<file path="src/rtl/npc_pkg.sv">
package npc_pkg;
  typedef enum logic [3:0] {
    CT_SEQ    = 4'd0,
    CT_EQ     = 4'd1,
    CT_NE     = 4'd2,
    CT_GEZ    = 4'd3,
    CT_LEZ    = 4'd4,
    CT_GTZ    = 4'd5,
    CT_LTZ    = 4'd6,
    CT_JDIR   = 4'd7,
    CT_JREG   = 4'd8,
    CT_JLDIR  = 4'd9,
    CT_JLREG  = 4'd10,
    CT_SLT    = 4'd11,
    CT_SLTI   = 4'd12
  } ctl_op_e;
endpackage

</file>
<file path="src/rtl/npc_cond.sv">
module npc_cond
  import npc_pkg::*;
#(
  parameter int XLEN = 32
) (
  input  ctl_op_e          op,
  input  logic [XLEN-1:0]  a,
  input  logic [XLEN-1:0]  b,
  input  logic [XLEN-1:0]  imm_sx,
  output logic             cond_true,
  output logic             lt_ab,
  output logic             lt_aimm
);
  localparam int MSB = XLEN - 1;

  // Signed less-than without subtraction: opposite signs decide on the sign
  // of the left operand; equal signs reduce to an unsigned compare.
  function automatic logic signed_lt(input logic [XLEN-1:0] x,
                                     input logic [XLEN-1:0] y);
    if (x[MSB] != y[MSB]) return x[MSB];
    return (x < y);
  endfunction

  logic a_zero;
  logic a_neg;

  always_comb begin
    a_zero  = (a == '0);
    a_neg   = a[MSB];
    lt_ab   = signed_lt(a, b);
    lt_aimm = signed_lt(a, imm_sx);
    unique case (op)
      CT_EQ:   cond_true = (a == b);
      CT_NE:   cond_true = (a != b);
      CT_GEZ:  cond_true = !a_neg;
      CT_LEZ:  cond_true = a_neg || a_zero;
      CT_GTZ:  cond_true = !a_neg && !a_zero;
      CT_LTZ:  cond_true = a_neg;
      default: cond_true = 1'b0;
    endcase
  end
endmodule

</file>
<file path="src/rtl/npc_target.sv">
module npc_target #(
  parameter int XLEN  = 32,
  parameter int IMM_W = 16,
  parameter int IDX_W = 26
) (
  input  logic [XLEN-1:0]  pc,
  input  logic [IMM_W-1:0] imm,
  input  logic [IDX_W-1:0] jidx,
  output logic [XLEN-1:0]  imm_sx,
  output logic [XLEN-1:0]  seq_pc,
  output logic [XLEN-1:0]  br_tgt,
  output logic [XLEN-1:0]  jd_tgt
);
  localparam int ALIGN  = 2;
  localparam int STEP   = 1 << ALIGN;
  localparam int HI_W   = XLEN - IDX_W - ALIGN;
  localparam int EXT_W  = XLEN - IMM_W;

  logic [XLEN-1:0] byte_off;

  always_comb begin
    imm_sx   = {{EXT_W{imm[IMM_W-1]}}, imm};
    byte_off = imm_sx << ALIGN;
    seq_pc   = pc + XLEN'(STEP);
    br_tgt   = seq_pc + byte_off;
    jd_tgt   = {seq_pc[XLEN-1 -: HI_W], jidx, {ALIGN{1'b0}}};
  end
endmodule

</file>
<file path="src/rtl/npc_unit.sv">
module npc_unit
  import npc_pkg::*;
#(
  parameter int XLEN     = 32,
  parameter int IMM_W    = 16,
  parameter int IDX_W    = 26,
  parameter int RIDX_W   = 5,
  parameter int LINK_REG = 31
) (
  input  logic              clk,
  input  logic              rst_n,
  input  logic [3:0]        op_i,
  input  logic [XLEN-1:0]   rs_val_i,
  input  logic [XLEN-1:0]   rt_val_i,
  input  logic [IMM_W-1:0]  imm_i,
  input  logic [IDX_W-1:0]  jidx_i,
  input  logic [RIDX_W-1:0] rd_idx_i,
  output logic [XLEN-1:0]   pc_o,
  output logic [XLEN-1:0]   next_pc_o,
  output logic              taken_o,
  output logic [XLEN-1:0]   link_addr_o,
  output logic              link_we_o,
  output logic [RIDX_W-1:0] link_idx_o,
  output logic              slt_o,
  output logic              slti_o
);
  localparam logic [XLEN-1:0]   RESET_PC = '0;
  localparam logic [RIDX_W-1:0] LINK_IDX = RIDX_W'(LINK_REG);

  ctl_op_e         op;
  logic [XLEN-1:0] pc_q;
  logic [XLEN-1:0] pc_d;
  logic            pc_en;
  logic [XLEN-1:0] imm_sx;
  logic [XLEN-1:0] seq_pc;
  logic [XLEN-1:0] br_tgt;
  logic [XLEN-1:0] jd_tgt;
  logic            cond_true;
  logic            lt_ab;
  logic            lt_aimm;

  assign op = ctl_op_e'(op_i);

  npc_target #(.XLEN(XLEN), .IMM_W(IMM_W), .IDX_W(IDX_W)) u_target (
    .pc     (pc_q),
    .imm    (imm_i),
    .jidx   (jidx_i),
    .imm_sx (imm_sx),
    .seq_pc (seq_pc),
    .br_tgt (br_tgt),
    .jd_tgt (jd_tgt)
  );

  npc_cond #(.XLEN(XLEN)) u_cond (
    .op        (op),
    .a         (rs_val_i),
    .b         (rt_val_i),
    .imm_sx    (imm_sx),
    .cond_true (cond_true),
    .lt_ab     (lt_ab),
    .lt_aimm   (lt_aimm)
  );

  // Next-state selection
  always_comb begin
    pc_d       = seq_pc;
    taken_o    = 1'b0;
    link_we_o  = 1'b0;
    link_idx_o = LINK_IDX;
    unique case (op)
      CT_EQ, CT_NE, CT_GEZ, CT_LEZ, CT_GTZ, CT_LTZ: begin
        taken_o = cond_true;
        if (cond_true) pc_d = br_tgt;
      end
      CT_JDIR: begin
        taken_o = 1'b1;
        pc_d    = jd_tgt;
      end
      CT_JREG: begin
        taken_o = 1'b1;
        pc_d    = rs_val_i;
      end
      CT_JLDIR: begin
        taken_o   = 1'b1;
        pc_d      = jd_tgt;
        link_we_o = 1'b1;
      end
      CT_JLREG: begin
        taken_o    = 1'b1;
        pc_d       = rs_val_i;
        link_we_o  = 1'b1;
        link_idx_o = rd_idx_i;
      end
      default: ;
    endcase
  end

  assign pc_en = 1'b1;

  // State register
  always_ff @(posedge clk or negedge rst_n) begin
    if (!rst_n)     pc_q <= RESET_PC;
    else if (pc_en) pc_q <= pc_d;
  end

  assign pc_o        = pc_q;
  assign next_pc_o   = pc_d;
  assign link_addr_o = seq_pc;
  assign slt_o       = lt_ab;
  assign slti_o      = lt_aimm;

  // the register follows the selected next PC
  a_r2_pc_follows: assert property (@(posedge clk) disable iff (!rst_n)
    1'b1 |=> pc_o == $past(next_pc_o));

  // a non-taken cycle steps by one instruction
  a_r6_untaken_step: assert property (@(posedge clk) disable iff (!rst_n)
    !taken_o |-> next_pc_o == pc_o + 32'd4);

  // a link request only accompanies a taken jump
  a_r8_link_taken: assert property (@(posedge clk) disable iff (!rst_n)
    link_we_o |-> taken_o);

  // the return address is the sequential address
  a_r8_link_addr: assert property (@(posedge clk) disable iff (!rst_n)
    link_addr_o == pc_o + 32'd4);

  // a taken branch target keeps word alignment relative to pc_o
  a_r5_target_align: assert property (@(posedge clk) disable iff (!rst_n)
    (taken_o && op_i >= 4'd1 && op_i <= 4'd6) |-> next_pc_o[1:0] == pc_o[1:0]);

  // slt is never set for equal operands
  a_r9_slt_equal: assert property (@(posedge clk) disable iff (!rst_n)
    (rs_val_i == rt_val_i) |-> !slt_o);
endmodule

</file>
<file path="config.mk">
export PLATFORM = sky130hd
export DESIGN_NAME = npc_unit
export DESIGN_NICKNAME = d
export VERILOG_FILES = /design/src/rtl/npc_pkg.sv /design/src/rtl/npc_cond.sv /design/src/rtl/npc_target.sv /design/src/rtl/npc_unit.sv
export SDC_FILE = /design/constraint.sdc
export NUM_CORES = 1
export LEC_CHECK = 0
export BUFFER_PORTS_ARGS = -buffer_cell sky130_fd_sc_hd__buf_4
export CAP_MARGIN = 30
export CORE_ASPECT_RATIO = 1.1
export CORE_MARGIN = 2
export CORE_UTILIZATION = 54
export DETAILED_ROUTE_END_ITERATION = 16
export GPL_TIMING_DRIVEN = 0
export PLACE_DENSITY = 0.95
export SLEW_MARGIN = 15
export SYNTH_ARGS = -nofsm -noshare
export SYNTH_HDL_FRONTEND = slang
export SYNTH_SLANG_ARGS = --single-unit
</file>
<file path="constraint.sdc">
create_clock -name clk -period 7.9 [get_ports clk]
set_input_delay 0.79 -clock clk [delete_from_list [all_inputs] [get_ports clk]]
set_output_delay 0.79 -clock clk [all_outputs]
set_load 0.03 [all_outputs]
</file>
==> metrics <==
Hold Vio Cnt, Final=0; routability congestion estimate=0.965; total CTS buffers=5; Distinct cells, synth=a little over 60; WL/cell=19.6 um; ys async rst share=100%; Tcrit/Tclk final=between 70 and 80%; max reg flops=32; outcome=finished, final reports clean; DR vias=6436; FMAX=0.177 GHz; Cell Pwr Density=355 nW/um^2; worst relative slew slack=between 30% and 40%; initial antenna violation count=0; WP data arrival=4850 ps; Hold-fix buffers, CTS=0; # setup viols final=0; post-layout util=74.2%; VDD IR max=about 290 uV; Psw=1.47 mW; RSZ-0062 raised after global routing=no; clock transition at the registers of the reported paths=90 ps; Worst-Margin Slew=around 1000 ps; Sequential Power Share=13.6%; post-CTS sizing=0; vias in the first global route=6188; Switching Share=57.2%; Final Max Slew Viols=0; Port Buffer Count=221; Worst setup SP type=flip-flop; HP Class=in -> async; area share of the largest cell type after synthesis=a little under a quarter; YS warnings=0; Seq cells post-synth=32; row count=38; EDFF count, synth=0; top cells by area, synth=ha_1 23%, dfrtp_1 15%, xnor2_1 5.8%, a21o_1 5.1%, a222oi_1 4.7%; mapped cell area=5330 um^2; CP max FO=6; chip width=98.7 um; first-pass GRT wire length=between 30000 and 40000 um; Comb power frac=between 80% and 90%; Initial Util=54.7%; core area=~9700 um^2; Top Layer Used=met4; met2 WL=9320 um; commonest cells in the netlist=99 x ha_1, 59 x inv_1, 59 x nand2_1, 38 x a21oi_1, 36 x a21o_1; Seq/Total Area, Yosys=15.0%; sum of negative setup slack=0 ps; critical path class=reg -> out; Syn Nets=884; later-pin clock latency in the skew report=300 ps; crit path capture type=output pin; Worst Path Required=approximately 7100 ps; GR Overflow Total=0; first-pass iteration count of the detailed router=5; Cells after Synth=667; H-Tree Depth=2; vias per cell=roughly 6.3; Post-CTS Setup Bufs=0; initial drt markers=590; die height=108 um; WL final=19900 um; # IOs=approximately 220; setup clock skew after layout=between 10 and 15 ps; clock group share of total power=around 5.7%; syn_area_per_cell=7.99 um^2; Max-Cap Viols=0; Area Growth Syn to Fin=35.8%; Routed Antenna Nets=0; most common cell in the netlist=ha_1; Residual DRC=0; fraction of layout cells with a size suffix above 1=27.7%; DP HPWL=16200 um; root buffer cell=clkbuf_8; total track usage=35.8%; nets=1112; largest net degree at the start of global routing=33; ANT cells=0; clock sink total=32; largest area contributor in the netlist=ha_1; clock tree buffer depth=2; DIE AREA=between 10000 and 15000 um^2; P_leak=3.75 nW; Reg area=801 um^2; metal3 WL=2370 um; area of the multi-input gates=around 4200 um^2; CTS tree=built; min Tclk post-route=around 5600 ps; Int Pwr=1.10 mW; Fillers=769; Metal-1 WL=7220 um; Synth Flop Type=dfrtp_1
-- metrics by stage --
stage | hold slack [ps] | area (um^2) | instances | setup WS (ps) | total power, mW
final | 426 | 7240 | 1016 | 2260 | 2.57
after global routing | 457 | 7240 | 1016 | 2110 | 2.72
after CTS | 451 | 7240 | 1016 | 2440 | 2.54
after detailed placement | 605 | 7140 | 1008 | 2780 | 2.38
after global placement | 591 | 7140 | 1008 | 2470 | 2.35
after floorplan | 494 | 5330 | 667 | 2530 | 1.70
-- layer usage --
layer | vias up | GRT usage [%]
met2 | 450 | 60.3
li1 | 2986 | -
met1 | 2914 | 43.8
met4 | 0 | 19.1
met3 | 86 | 5.75
met5 | - | 0
-- critical path: stages (launching register included) --
cell and delay (ps):
dfrtp_1 460, ha_1 250, nand4_1 210, nor3_1 830, and3_1 350, nand4_1 140
xnor2_1 510, ha_1 400, a21o_1 250, nor3_1 180, nand3_1 160, a41oi_1 330
xnor2_1 100, o21ai_1 180, buf_4 200
-- final timing paths --
path	start	end	slack, ps	depth (start not counted)
min in group clk	pc_o[2]	pc_o[2]	620	1
worst min-delay path	rst_n	pc_o[1]	430	1
worst max-delay path	pc_o[2]	next_pc_o[31]	2260	14
worst min register to register	pc_o[2]	pc_o[2]	620	1
max in group asynchronous	rst_n	pc_o[29]	7130	1
worst max register to register	pc_o[2]	pc_o[31]	3420	13
-- logic make-up (layout without fill, tap and decap cells) --
kind of cell    count (synthesis)  after routing  share of synthesized area (%)
buf+inv                        74            303                           5.73
compound gates                196            196                           26.3
flops                          32             32                           15.0
simple gates                  214            214                           20.9
xor+xnor                       50             50                           8.22
fa+ha+maj                     100            100                           23.6
mux                             1              1                          0.211
-- power groups by stage --
| stage | clock (mW) | sequential (mW) | combinational (mW) |
|---|---|---|---|
| floorplan | 0 | 0.477 | 1.23 |
| global placement | 0 | 0.340 | 2.01 |
| detailed placement | 0 | 0.346 | 2.04 |
| CTS | 0.149 | 0.344 | 2.05 |
| global route | 0.157 | 0.357 | 2.21 |
| finish | 0.147 | 0.350 | 2.07 |
-- cell usage in the layout (no fill, tap or decap), types with 10 or more instances in the layout --
master,instances
a21o_1,36
a21oi_1,38
a222oi_1,25
buf_4,224
dfrtp_1,32
ha_1,99
inv_1,59
nand2_1,59
nand2b_1,11
nand3_1,22
nand4_1,21
nor2_1,31
nor3_1,13
nor4_1,10
o21ai_0,28
o21ai_1,15
xnor2_1,35
xor2_1,15
-- final cells by class --
cell class	count	area share, %
timing repair buffer	221	22.9
clock inverter	1	0.104
tap	120	2.07
multi-input combinational	561	58.4
sequential	32	11.1
inverter	60	3.11
clock buffer	7	1.19
buffer	14	1.11
(Power assumes the default switching activity.)
